$ cat config.mk
export PLATFORM = sky130hd
export DESIGN_NAME = mp_async_tx
export DESIGN_NICKNAME = d
export VERILOG_FILES = /design/src/rtl/mptx_pkg.sv /design/src/rtl/mptx_tick_gen.sv /design/src/rtl/mptx_tx_core.sv /design/src/rtl/mp_async_tx.sv
export SDC_FILE = /design/constraint.sdc
export NUM_CORES = 1
export LEC_CHECK = 0
export ABC_AREA = 1
export ABC_CLOCK_PERIOD_IN_PS = 2460
export BUFFER_PORTS_ARGS = -buffer_cell sky130_fd_sc_hd__buf_2
export CAP_MARGIN = 40
export CORE_ASPECT_RATIO = 1.5
export CORE_MARGIN = 5
export CORE_UTILIZATION = 30
export DETAILED_ROUTE_END_ITERATION = 8
export PLACE_DENSITY = 0.53
export SKIP_CTS_REPAIR_TIMING = 1
export SLEW_MARGIN = 20
export SYNTH_ARGS = -nofsm -noshare
export SYNTH_HDL_FRONTEND = slang
export SYNTH_SLANG_ARGS = --single-unit
$ cat constraint.sdc
create_clock -name clk -period 2.46 [get_ports clk]
set_input_delay 0.246 -clock clk [delete_from_list [all_inputs] [get_ports clk]]
set_output_delay 0.246 -clock clk [all_outputs]
set_load 0.01 [all_outputs]
$ cat src/rtl/mptx_pkg.sv
package mptx_pkg;

    typedef enum logic [2:0] {
        ST_IDLE,
        ST_START,
        ST_DATA,
        ST_EXTRA,
        ST_STOP
    } tx_state_t;

    typedef struct packed {
        logic short_len;
        logic two_stop;
        logic extra_en;
        logic extra_val;
    } frame_fmt_t;

endpackage

$ cat src/rtl/mptx_tick_gen.sv
module mptx_tick_gen #(
    parameter int DIV_W       = 16,
    parameter int SYNC_STAGES = 2
) (
    input  logic             clk,
    input  logic             rst_n,
    input  logic             ext_sel,
    input  logic [DIV_W-1:0] baud_div,
    input  logic             ext_clk_in,
    output logic             tick
);
    logic [DIV_W-1:0]     div_cnt_q;
    logic [SYNC_STAGES:0] sync_q;
    logic                 int_tick;
    logic                 ext_tick;

    assign int_tick = (div_cnt_q >= baud_div);
    assign ext_tick = sync_q[SYNC_STAGES-1] & ~sync_q[SYNC_STAGES];
    assign tick     = ext_sel ? ext_tick : int_tick;

    always_ff @(posedge clk or negedge rst_n) begin
        if (!rst_n) begin
            div_cnt_q <= '0;
            sync_q    <= '0;
        end else begin
            sync_q <= {sync_q[SYNC_STAGES-1:0], ext_clk_in};
            if (ext_sel || int_tick) begin
                div_cnt_q <= '0;
            end else begin
                div_cnt_q <= div_cnt_q + 1'b1;
            end
        end
    end

    AST_INT_TICK_SPACING: assert property (@(posedge clk) disable iff (!rst_n)
        (!ext_sel && tick && baud_div != '0) ##1 ($stable(baud_div) && !ext_sel) |-> !tick);

    AST_EXT_TICK_SINGLE: assert property (@(posedge clk) disable iff (!rst_n)
        (ext_sel && tick) |=> (!ext_sel || !tick));

endmodule

$ cat src/rtl/mptx_tx_core.sv
module mptx_tx_core
    import mptx_pkg::*;
#(
    parameter int OVS    = 16,
    parameter int DATA_W = 8
) (
    input  logic              clk,
    input  logic              rst_n,
    input  logic              tick,
    input  logic              cfg_short,
    input  logic              cfg_two_stop,
    input  logic              cfg_par_en,
    input  logic              cfg_par_odd,
    input  logic              cfg_mp_en,
    input  logic              wr_mp,
    input  logic [DATA_W-1:0] wr_data,
    input  logic              wr_valid,
    output logic              wr_ready,
    output logic              txd,
    output logic              tx_end
);
    localparam int CNT_W = $clog2(OVS);
    localparam int IDX_W = $clog2(DATA_W);
    localparam logic [CNT_W-1:0] LAST_TICK  = CNT_W'(OVS - 1);
    localparam logic [IDX_W-1:0] LAST_LONG  = IDX_W'(DATA_W - 1);
    localparam logic [IDX_W-1:0] LAST_SHORT = IDX_W'(DATA_W - 2);

    tx_state_t         state_q, state_d;
    logic [DATA_W-1:0] hold_q;
    logic              hold_mp_q;
    logic              hold_full_q;
    logic [DATA_W-1:0] shreg_q;
    frame_fmt_t        fmt_q, fmt_new;
    logic [CNT_W-1:0]  tick_cnt_q;
    logic [IDX_W-1:0]  bit_idx_q;
    logic              stop_idx_q;
    logic              bit_end, last_data, last_stop, load, accept, data_par;

    assign bit_end   = tick && (tick_cnt_q == LAST_TICK);
    assign last_data = (bit_idx_q == (fmt_q.short_len ? LAST_SHORT : LAST_LONG));
    assign last_stop = (stop_idx_q == fmt_q.two_stop);
    assign load      = hold_full_q &&
                       ((state_q == ST_IDLE) ||
                        ((state_q == ST_STOP) && bit_end && last_stop));
    assign accept    = wr_valid && !hold_full_q;
    assign data_par  = cfg_short ? ^hold_q[DATA_W-2:0] : ^hold_q;

    always_comb begin
        fmt_new.short_len = cfg_short;
        fmt_new.two_stop  = cfg_two_stop;
        fmt_new.extra_en  = cfg_mp_en | cfg_par_en;
        fmt_new.extra_val = cfg_mp_en ? hold_mp_q : (data_par ^ cfg_par_odd);
    end

    // State register
    always_ff @(posedge clk or negedge rst_n) begin
        if (!rst_n) state_q <= ST_IDLE;
        else        state_q <= state_d;
    end

    // Next-state logic
    always_comb begin
        state_d = state_q;
        unique case (state_q)
            ST_IDLE:  if (load) state_d = ST_START;
            ST_START: if (bit_end) state_d = ST_DATA;
            ST_DATA:  if (bit_end && last_data)
                          state_d = fmt_q.extra_en ? ST_EXTRA : ST_STOP;
            ST_EXTRA: if (bit_end) state_d = ST_STOP;
            ST_STOP:  if (bit_end && last_stop)
                          state_d = load ? ST_START : ST_IDLE;
            default:  state_d = ST_IDLE;
        endcase
    end

    // Outputs
    always_comb begin
        unique case (state_q)
            ST_IDLE:  txd = 1'b1;
            ST_START: txd = 1'b0;
            ST_DATA:  txd = shreg_q[0];
            ST_EXTRA: txd = fmt_q.extra_val;
            ST_STOP:  txd = 1'b1;
            default:  txd = 1'b1;
        endcase
        wr_ready = !hold_full_q;
        tx_end   = (state_q == ST_IDLE) && !hold_full_q;
    end

    // Holding register
    always_ff @(posedge clk or negedge rst_n) begin
        if (!rst_n) begin
            hold_q      <= '0;
            hold_mp_q   <= 1'b0;
            hold_full_q <= 1'b0;
        end else if (accept) begin
            hold_q      <= wr_data;
            hold_mp_q   <= wr_mp;
            hold_full_q <= 1'b1;
        end else if (load) begin
            hold_full_q <= 1'b0;
        end
    end

    // Shift register and bit counters
    always_ff @(posedge clk or negedge rst_n) begin
        if (!rst_n) begin
            shreg_q    <= '0;
            fmt_q      <= '0;
            tick_cnt_q <= '0;
            bit_idx_q  <= '0;
            stop_idx_q <= 1'b0;
        end else if (load) begin
            shreg_q    <= hold_q;
            fmt_q      <= fmt_new;
            tick_cnt_q <= '0;
            bit_idx_q  <= '0;
            stop_idx_q <= 1'b0;
        end else if (state_q == ST_IDLE) begin
            tick_cnt_q <= '0;
        end else begin
            if (tick) begin
                tick_cnt_q <= (tick_cnt_q == LAST_TICK) ? '0 : tick_cnt_q + 1'b1;
            end
            if (bit_end && state_q == ST_DATA) begin
                shreg_q   <= shreg_q >> 1;
                bit_idx_q <= bit_idx_q + 1'b1;
            end
            if (bit_end && state_q == ST_STOP && !last_stop) begin
                stop_idx_q <= 1'b1;
            end
        end
    end

    AST_IDLE_LINE_HIGH: assert property (@(posedge clk) disable iff (!rst_n)
        tx_end |-> txd);

    AST_ACCEPT_BUSY: assert property (@(posedge clk) disable iff (!rst_n)
        (wr_valid && wr_ready) |=> !tx_end);

    AST_NO_OVERWRITE: assert property (@(posedge clk) disable iff (!rst_n)
        (hold_full_q && wr_valid) |=> $stable(hold_q));

    AST_BACK_TO_BACK: assert property (@(posedge clk) disable iff (!rst_n)
        (state_q == ST_STOP && bit_end && last_stop && hold_full_q)
        |=> (state_q == ST_START && !txd));

    AST_BIT_STEADY: assert property (@(posedge clk) disable iff (!rst_n)
        (state_q != ST_IDLE && !bit_end) |=> $stable(state_q));

endmodule

$ cat src/rtl/mp_async_tx.sv
module mp_async_tx #(
    parameter int DIV_W       = 16,
    parameter int OVS         = 16,
    parameter int DATA_W      = 8,
    parameter int SYNC_STAGES = 2
) (
    input  logic              clk,
    input  logic              rst_n,
    input  logic              ext_clk_sel,
    input  logic [DIV_W-1:0]  baud_div,
    input  logic              ext_clk_in,
    input  logic              fmt_short,
    input  logic              fmt_two_stop,
    input  logic              par_enable,
    input  logic              par_odd,
    input  logic              mp_enable,
    input  logic              wr_mp_flag,
    input  logic [DATA_W-1:0] wr_data,
    input  logic              wr_valid,
    output logic              wr_ready,
    output logic              txd,
    output logic              tx_end
);
    logic bit_tick;

    mptx_tick_gen #(
        .DIV_W      (DIV_W),
        .SYNC_STAGES(SYNC_STAGES)
    ) tick_i (
        .clk       (clk),
        .rst_n     (rst_n),
        .ext_sel   (ext_clk_sel),
        .baud_div  (baud_div),
        .ext_clk_in(ext_clk_in),
        .tick      (bit_tick)
    );

    mptx_tx_core #(
        .OVS   (OVS),
        .DATA_W(DATA_W)
    ) core_i (
        .clk         (clk),
        .rst_n       (rst_n),
        .tick        (bit_tick),
        .cfg_short   (fmt_short),
        .cfg_two_stop(fmt_two_stop),
        .cfg_par_en  (par_enable),
        .cfg_par_odd (par_odd),
        .cfg_mp_en   (mp_enable),
        .wr_mp       (wr_mp_flag),
        .wr_data     (wr_data),
        .wr_valid    (wr_valid),
        .wr_ready    (wr_ready),
        .txd         (txd),
        .tx_end      (tx_end)
    );

endmodule

======== After elaboration in Yosys (flattened, before gate mapping) ========
Cells that the tools add are included.
operators by class
  add/sub/neg operators ................... 3
  magnitude comparators ................... 1
  eq/ne operators ......................... 12
  mux-type cells .......................... 29
  bitwise operators ....................... 4
  reductions and logical operators ........ 24
operator list
  cell                     number
  $mux W3                  9
  $mux W8                  3
  $add A16 B1 Y16 const B  1
  $ge A16 B16 Y1           1
  $mux W16                 1
  $mux W4                  4
  $pmux W3 S5              1
  $logic_and A1 B1 Y1      10
  $mux W1                  10
  $ne A2 B1 Y1 const B     5
  $reduce_xor A8 Y1        1
  $reduce_xor A7 Y1        1
  $eq A3 B2 Y1 const B     2
  $reduce_bool A2 Y1       3
  $reduce_and A5 Y1        1
  $add A4 B1 Y4 const B    1
  $eq A4 B4 Y1 const B     1
  $reduce_and A2 Y1        2
  $add A3 B1 Y3 const B    1
  $eq A3 B1 Y1 const B     1
  $eq A3 B3 Y1             1
  $eq A3 B3 Y1 const B     1
  $logic_not A3 Y1         1
  $pmux W1 S3              1
  other kinds (8)          10
word-level totals
  register bits ........................... 52
  input bits .............................. 35
  output and inout bits ................... 3
  logic and storage cells ................. 87

======== Longest topological paths before layout ========
Gate-level depths: netlist (run 1).
  depth after elaboration ................. 11
  mapped depth ............................ 18
  gate-level depth less buffers ........... 17

======== By module ========
From an unflattened synthesis (run 1), not the netlist that was laid out.
second synthesis, totals
  cell total of the unflattened synthesis .. 387
  area, all modules ....................... 3089.2 µm²
modules (own cells, without submodules)
  module         times used  cells an instance  area each (µm²)
  mptx_tx_core   1           211                1731.7
  mptx_tick_gen  1           176                1357.6

======== Worst setup path after synthesis (run 1) ========
Ideal clock, no wire load.
  kind .................................... reg-to-reg
  start ................................... register tick_i.div_cnt_q[5]
  end ..................................... register core_i.shreg_q[6]
  setup time .............................. 0.118 ns
  data arrival time ....................... 1.755 ns
  data required time ...................... 2.342 ns
  path slack .............................. 0.587 ns
  stages on the path, launching flop included .. 15
  period minus slack after synthesis ...... 1.873 ns
  path through ............................ dfrtp_1 -> ha_1 -> nand2_1 -> inv_1 -> nand2_2 -> nor2_1 -> nor2_1 -> nand2_1 -> nand2_2 -> nand2_4 -> nand4_1 -> a21oi_2 -> nand2_1 -> nand2_1 -> nor2_2
on the way
  word-level cells in the longest chain between the ends .. 9
ends and longest elaborated chain
  element                                                       line                 RTL
  from (decl)                                                   mptx_tick_gen.sv:12  logic [DIV_W-1:0] div_cnt_q;
  from (signal assigned)                                        mptx_tick_gen.sv:30  div_cnt_q <= div_cnt_q + 1'b1;
  $ge A16 B16 Y1 (*)                                            mptx_tick_gen.sv:17  assign int_tick = (div_cnt_q >= baud_div);
  $mux W1 (*)                                                   mptx_tick_gen.sv:19  assign tick = ext_sel ? ext_tick : int_tick;
  $logic_and A1 B1 Y1 (*)                                       mptx_tx_core.sv:39   assign bit_end = tick && (tick_cnt_q == LAST_TICK);
  $logic_and A1 B1 Y1 (2 in a row)                              mptx_tx_core.sv:44   ((state_q == ST_STOP) && bit_end && last_stop));
  $logic_or A1 B1 Y1                                            mptx_tx_core.sv:43   ((state_q == ST_IDLE) ||
  $logic_and A1 B1 Y1                                           mptx_tx_core.sv:42   assign load = hold_full_q &&
  $ne A2 B1 Y1 (no line) or $reduce_bool A2 Y1 (tied branches)  -
  $reduce_and A2 Y1 (no line)                                   -
  to (signal assigned)                                          mptx_tx_core.sv:114  shreg_q <= hold_q;
  to (signal assigned)                                          mptx_tx_core.sv:126  shreg_q <= shreg_q >> 1;
  to (decl)                                                     mptx_tx_core.sv:32   logic [DATA_W-1:0] shreg_q;
Every way passes the cells marked *; elsewhere a longest branch is shown, timed or not.
A chain may end at the register's enable or synchronous reset.

======== Worst setup path after layout (run 1) ========
  start ................................... register tick_i.div_cnt_q[13]
  end ..................................... register core_i.state_q[2]
on the way
  word-level cells in the longest chain between the ends .. 9
ends and longest elaborated chain
  element                           line                 RTL
  $ge A16 B16 Y1 (*)                mptx_tick_gen.sv:17
  $mux W1 (*)                       mptx_tick_gen.sv:19
  $logic_and A1 B1 Y1 (*)           mptx_tx_core.sv:39
  $logic_and A1 B1 Y1 (2 in a row)  mptx_tx_core.sv:44
  $logic_or A1 B1 Y1                mptx_tx_core.sv:43
  $logic_and A1 B1 Y1               mptx_tx_core.sv:42
  $ne A2 B1 Y1 (no line)            -
  $reduce_and A5 Y1 (no line) (*)   -
  to (signal assigned)              mptx_tx_core.sv:58   else state_q <= state_d;
  to (decl)                         mptx_tx_core.sv:28   tx_state_t state_q, state_d;
Marked as above.

==> results.md, run 1 <==
* Crit end category: register
* Status: finished with violations
* Fin Hold WS at -42.4 ps
* Fin. Hold Viols at 23
* CP cell instances: ha_1 > nand2_1 > inv_1 > nor2_1 > o21ai_0 > a21oi_2 > nand2_4 > buf_4 > nand3_4 > o21ai_2 > nand3_1 > nand2_1 > nand2_1
* Antenna-violating nets left at 0
* Clock Latency Late Sink at 300 ps
* WP data arrival at 2380 ps
* Antenna violations before repair at 0
* # IOs at 38
* Post-synth top area share at 42.4%
* Die ar. at 0.0124 mm²
* Vias in the first global route at 2505
* Starting density of the core at 30.4%
* TNS Setup at 0 ps
* Max-Cap Viols at 0
* Clock Tree Root: clkbuf_16
* ANT cells at 0
* Clk sinks at 52
* Violated checks: negative hold slack
* Share of cells above drive strength 1 at 18.4%
* Syn Nets at 445
* Overall power at 3.18 mW
* Synth top area cells: dfrtp_1 (42%), nand2_1 (10%), inv_1 (8.1%)
* WP data required at 2640 ps
* Clock slew at reported path FFs at 70 ps
* Vias at 2500
* Unique cell type count in the Yosys netlist at 31
* Num CTS Buffers at 5
* Vias per cell at 4.53
* VDD IR max at 0.000652 V
* Mapped Area at 0.00307 mm²
* Worst-margin pin slew at 602 ps
* Pre-CTS worst setup slack at 156 ps
* Syn avg cell area at 7.84 µm²
* Cell family with most CP delay: simple AND/OR/NAND/NOR gates
* Warnings, synthesis at 0
* DRC Markers at 0
* Post-Layout Cell Count at 552
* CP dominant cell by count: nand2_1
* Synth cell count leaders: nand2_1 (83), inv_1 (66), dfrtp_1 (52)
* Largest net degree at the start of global routing at 30
* Clk_skew at 9.30 ps
* Largest fanout on the critical path at 14
* Critical-path top delay cell: dfrtp_1
* Final setup fails at 0
* Syn Inst Count at 391
* P per Cell Area at 883 mW/mm²
* Crit path largest cell delay at 440 ps
* Final WS setup at 266 ps
* Hold Crit Class: input pin to asynchronous set/reset pin
* RSZ-0062 raised after global routing: false
* Post-DP HPWL at 5140 µm
* Ys flop type: dfrtp_1
* Top cell type by total area after synthesis: dfrtp_1
* Max frequency at 456 MHz
* Buffers on Ports at 37
* Sequential element share of the synthesized area at 42.4%
* Synth Register Bits at 52
* H-tree depth at 2
* Die Wd at 92.6 µm
* Async SR Flop Fraction at 100%
* Filler cells at 1072
* Total gr overflow at 0
* Final WL at 6460 µm
* Routability cong. at 0.775
* Area of the core at 0.0101 mm²
* Initial drt markers at 102
* DRT Pass-1 Iters at 4
* Area delta synth->final at 17.3%
* Total buffers and inverters traversed by the critical path at 2
* Lkg Pwr at 1.94 nW
* Die Span Y at 134 µm
* Top-count cell post-synth: nand2_1
* Bufs on Longest Clock Path at 2
* TritonCTS clock tree: yes
* Placed cells at 544
* Drt wl/cell at 11.7 µm
* Global Route Usage Sum at 11.2%
* Setup CP Type: register to register
* Slew HR at 59.8%
* Site row count at 45
* Final min period at 2190 ps
* Pins Over Slew Limit at 0
* Post-layout nets at 488
* Startpoint types: register
* Global-route wire length before repair at 11200 µm
* Post-synth EDFFs at 0
* Crit share post-route at 89.2%
## layer usage
| layer | track usage (%) | wire, µm |
|---|---|---|
| met5 | 0 | 0 |
| met4 | 3.72 | 93 |
| met3 | 2.02 | 236 |
| met2 | 20.9 | 3440 |
| met1 | 12.6 | 2690 |
## cell families after synthesis
family / Yosys count / synth area share (%)
adders and majority gates: 19 / 7.75
muxes: 2 / 0.734
DFF: 52 / 42.4
AOI/OAI and AO/OA: 44 / 7.79
buffers and inverters: 76 / 9.83
and+or+nand+nor: 185 / 27.7
xor gates and xnor gates: 13 / 3.71
## flip-flops by register name (all words and copies together), names as in the netlist
name                count
core_i.shreg_q          8
core_i.stop_idx_q       1
core_i.tick_cnt_q       4
core_i.state_q          3
tick_i.sync_q           3
core_i.bit_idx_q        3
core_i.hold_q           8
tick_i.div_cnt_q       16
core_i.fmt_q            4
core_i.hold_mp_q        1
core_i.hold_full_q      1
## where the power goes
group / leakage [nW] / total [mW] / switching, mW / internal (mW)
sequential: 0.651 / 1.21 / 0.141 / 1.07
combinational: 1.21 / 1.16 / 0.689 / 0.469
clock: 0.0815 / 0.811 / 0.326 / 0.485
total: 1.94 / 3.18 / 1.16 / 2.02
## final cells by class
class,count,area (µm²),share of cell area (%)
tap,117,146,4.07
timing repair buffer,41,240,6.68
multi-input combinational,263,1470,40.9
inverter,71,269,7.48
clock inverter,2,38.8,1.08
sequential,52,1300,36.2
clock buffer,6,129,3.58
## final timing paths
| kind | start | end | slack [ps] | depth (start not counted) |
|---|---|---|---|---|
| min reg2reg | tick_i.sync_q[0] | tick_i.sync_q[1] | 360 | 0 |
| max in group asynchronous | rst_n | tick_i.div_cnt_q[15] | 1930 | 2 |
| min | rst_n | core_i.bit_idx_q[2] | -40 | 1 |
| max reg2reg | tick_i.div_cnt_q[13] | core_i.state_q[2] | 270 | 13 |
| min in group clk | ext_clk_in | tick_i.sync_q[0] | 60 | 1 |
| max | tick_i.div_cnt_q[13] | core_i.state_q[2] | 270 | 13 |
## metrics by stage
step	cell area (µm²)	utilization [%]	hold slack [ps]
2_1_floorplan	3070	-	-49.6
3_3_place_gp	3420	33.9	303
3_5_place_dp	3420	33.9	300
4_1_cts	3590	35.6	-14.8
5_1_grt	3600	35.7	14.2
6_report	3600	35.7	-42.4
## layout by cell type (no fill, tap or decap), types with 6 or more instances in the layout
cell type	count
nand2_1	83
nand3_1	16
inv_1	66
o21ai_1	6
o21ai_0	10
a21oi_1	21
nor2_1	50
nand4_1	6
xnor2_1	8
buf_2	37
nand2_2	6
dfrtp_1	52
ha_1	19
nor3_1	8
No activity file was read; power rests on OpenSTA's default activity.
==> run 2, diff against run 1 <==
--- a/config.mk
+++ b/config.mk
@@ -6,14 +6,14 @@
 export NUM_CORES = 1
 export LEC_CHECK = 0
 export ABC_AREA = 1
-export ABC_CLOCK_PERIOD_IN_PS = 2460
+export ABC_CLOCK_PERIOD_IN_PS = 1900
 export BUFFER_PORTS_ARGS = -buffer_cell sky130_fd_sc_hd__buf_2
 export CAP_MARGIN = 40
 export CORE_ASPECT_RATIO = 1.5
 export CORE_MARGIN = 5
 export CORE_UTILIZATION = 30
 export DETAILED_ROUTE_END_ITERATION = 8
-export PLACE_DENSITY = 0.53
+export PLACE_DENSITY = 0.54
 export SKIP_CTS_REPAIR_TIMING = 1
 export SLEW_MARGIN = 20
 export SYNTH_ARGS = -nofsm -noshare
==> constraint.sdc (replaced) <==
create_clock -name clk -period 1.9 [get_ports clk]
set_input_delay 0.19 -clock clk [delete_from_list [all_inputs] [get_ports clk]]
set_output_delay 0.19 -clock clk [all_outputs]
set_load 0.01 [all_outputs]
==> run 2 against run 1 <==
Compared with the run above:
- via count is 6.0% higher
- count of clock-buffer cells in the layout increased by 1
- largest power group is now combinational logic
- first-iteration DRC count decreased by 25%
- clock power increased by 15%
- sequential share of layout area is 3.6 points lower
- critical path type unchanged
- highest routed layer unchanged
- the flow finishes with violations (negative setup slack)
- utilization rose by 4.0 points
==> results.md, run 2 (synthesized netlist as in run 1, its figures left out) <==
* Final Cell Area at 0.00400 mm² (was 0.00360 mm²)
* Largest fanout on the critical path at 4 (was 14)
* DRC Markers at 0 (unchanged)
* Total buffers and inverters traversed by the critical path at 3 (was 2)
* Bufs on Longest Clock Path at 2 (unchanged)
* Lkg Pwr at 2.11 nW (was 1.94 nW)
* Max reg flops at 16 (unchanged)
* H-tree depth at 2 (unchanged)
* R2R Setup Slk at -180 ps (was 270 ps)
* Largest Register: tick_i.div_cnt_q (unchanged)
* Status: finished with violations (unchanged)
* Crit end category: register (unchanged)
* Antenna violations before repair at 0 (unchanged)
* Die Span Y at 134 µm (unchanged)
* WP data arrival at 2270 ps (was 2380 ps)
* Final setup fails at 23 (was 0)
* Routability cong. at 0.808 (was 0.775)
* RSZ-0062 raised after global routing: true (was false)
* Pins Over Slew Limit at 0 (unchanged)
* Max frequency at 481 MHz (was 456 MHz)
* Vias in the first global route at 2642 (was 2505)
* Buffers on Ports at 37 (unchanged)
* Most frequent cells in the layout: nand2_1 (73), inv_1 (64), dfrtp_1 (52) (was nand2_1 (83), inv_1 (66), dfrtp_1 (52))
* Share of cells above drive strength 1 at 29.1% (was 18.4%)
* Largest regs: tick_i.div_cnt_q: 16 flops, core_i.hold_q: 8 flops, core_i.shreg_q: 8 flops (unchanged)
* Fin. Hold Viols at 0 (was 23)
* P per Cell Area at 1080 mW/mm² (was 883 mW/mm²)
* Clock Latency Late Sink at 290 ps (was 300 ps)
* Final WL at 6810 µm (was 6460 µm)
* Initial drt markers at 77 (was 102)
* Worst Hold Depth at 1
* Setup CP Type: register to register (unchanged)
* Clk_skew at 8.93 ps (was 9.30 ps)
* Critical-path top delay cell: dfrtp_1 (unchanged)
* Largest net degree at the start of global routing at 31 (was 30)
* Die ar. at 0.0124 mm² (unchanged)
* Vias at 2651 (was 2500)
* Reg2reg path depth at 16 (was 13)
* Vias per cell at 4.54 (was 4.53)
* Drt wl/cell at 11.7 µm (about the same)
* Die Wd at 92.6 µm (unchanged)
* Slew HR at 62.1% (was 59.8%)
* Area delta synth->final at 30.3% (was 17.3%)
* ANT cells at 0 (unchanged)
* Global Route Usage Sum at 11.0% (was 11.2%)
* Crit share post-route at 109% (was 89.2%)
* Hold Crit Class: input pin to register (was input pin to asynchronous set/reset pin)
* Hold EP: tick_i.sync_q[0]
* Clock Tree Root: clkbuf_16 (unchanged)
* Filler cells at 1043 (was 1072)
* TritonCTS clock tree: yes (unchanged)
* R2r startpoint: tick_i.div_cnt_q[7] (was tick_i.div_cnt_q[13])
* Total gr overflow at 0 (unchanged)
* Num CTS Buffers at 5 (unchanged)
* Post-DP HPWL at 5080 µm (was 5140 µm)
* Post-layout nets at 520 (was 488)
* Worst-margin pin slew at 568 ps (was 602 ps)
* Cell family with most CP delay: simple AND/OR/NAND/NOR gates (unchanged)
* Worst r2r dst: core_i.shreg_q[1] (was core_i.state_q[2])
* WP data required at 2090 ps (was 2640 ps)
* Antenna-violating nets left at 0 (unchanged)
* Violated checks: negative setup slack (was negative hold slack)
* DRT Pass-1 Iters at 4 (unchanged)
* CP cell instances: ha_4 > nand2_2 > inv_2 > nand2_2 > nor2_2 > nor2_2 > nand2_2 > nand2_2 > nand2_4 > nand4_1 > buf_4 > a21oi_4 > buf_2 > nand2_1 > nand2_1 > nor2_1 (was ha_1 > nand2_1 > inv_1 > nor2_1 > o21ai_0 > a21oi_2 > nand2_4 > buf_4 > nand3_4 > o21ai_2 > nand3_1 > nand2_1 > nand2_1)
* CP dominant cell by count: nand2_2 (was nand2_1)
* Starting density of the core at 30.4% (unchanged)
* Global-route wire length before repair at 11200 µm (about the same)
* Startpoint types: register (unchanged)
* Site row count at 45 (unchanged)
* Area of the core at 0.0101 mm² (unchanged)
* Multi-input logic area at 0.00164 mm² (was 0.00147 mm²)
* Max-Cap Viols at 0 (unchanged)
* # IOs at 38 (unchanged)
* Crit path largest cell delay at 420 ps (was 440 ps)
* Clock slew at reported path FFs at 70 ps (about the same)
* VDD IR max at 0.000685 V (was 0.000652 V)
* Final min period at 2080 ps (was 2190 ps)
* Worst hold start: ext_clk_in
* Placed cell areas at 0.00359 mm² (was 0.00342 mm²)
* Most common cell after layout, fill and taps aside: nand2_1 (unchanged)
* Register area at 0.00130 mm² (unchanged)
* Overall power at 4.30 mW (was 3.18 mW)
* Clk sinks at 52 (unchanged)
* Final WS setup at -178 ps (was 266 ps)
-- run 2: power by group --
group	internal [mW]	leakage, nW	switching (mW)
Sequential	1.38	0.651	0.195
Combinational	0.756	1.39	1.03
Clock	0.526	0.0701	0.407
Total	2.66	2.11	1.63
-- run 2: layout make-up --
type,instances,area share [%]
inverter,71,6.83
clock inverter,1,0.188
timing repair buffer,73,12.3
clock buffer,7,3.57
multi-input combinational,263,40.9
sequential,52,32.6
tap,117,3.66
-- run 2: how the worst max path moves through the flow --
stage	from	end	slack, ps	cells past startpoint
final	tick_i.div_cnt_q[7]	core_i.shreg_q[1]	-180	16
after floorplan	tick_i.div_cnt_q[5]	core_i.shreg_q[6]	30	14
after CTS	tick_i.div_cnt_q[5]	core_i.shreg_q[4]	-270	16
after global placement	tick_i.div_cnt_q[5]	core_i.shreg_q[4]	-220	16
after detailed placement	tick_i.div_cnt_q[5]	core_i.shreg_q[4]	-260	16
after global routing	tick_i.div_cnt_q[7]	core_i.shreg_q[5]	-360	16
-- run 2: metrics by stage --
stage / TNS (ps) / util, % / cells / hold slack, ps / worst slack [ps]
after detailed placement: -3750 / 35.7 / 569 / 217 / -259
after CTS: -4390 / 37.1 / 577 / -101 / -271
after global routing: -7350 / 39.7 / 584 / 17.3 / -355
after floorplan: 0 / - / 391 / -106 / 27.2
final: -2460 / 39.7 / 584 / 9.41 / -178
after global placement: -3360 / 35.7 / 569 / 210 / -219
-- run 2: per-layer routing --
layer	global-route usage, %	part of all wire (%)
met1	11.7	40
met5	0	0
met3	2.19	3.5
met4	3.14	1.1
met2	21.6	56
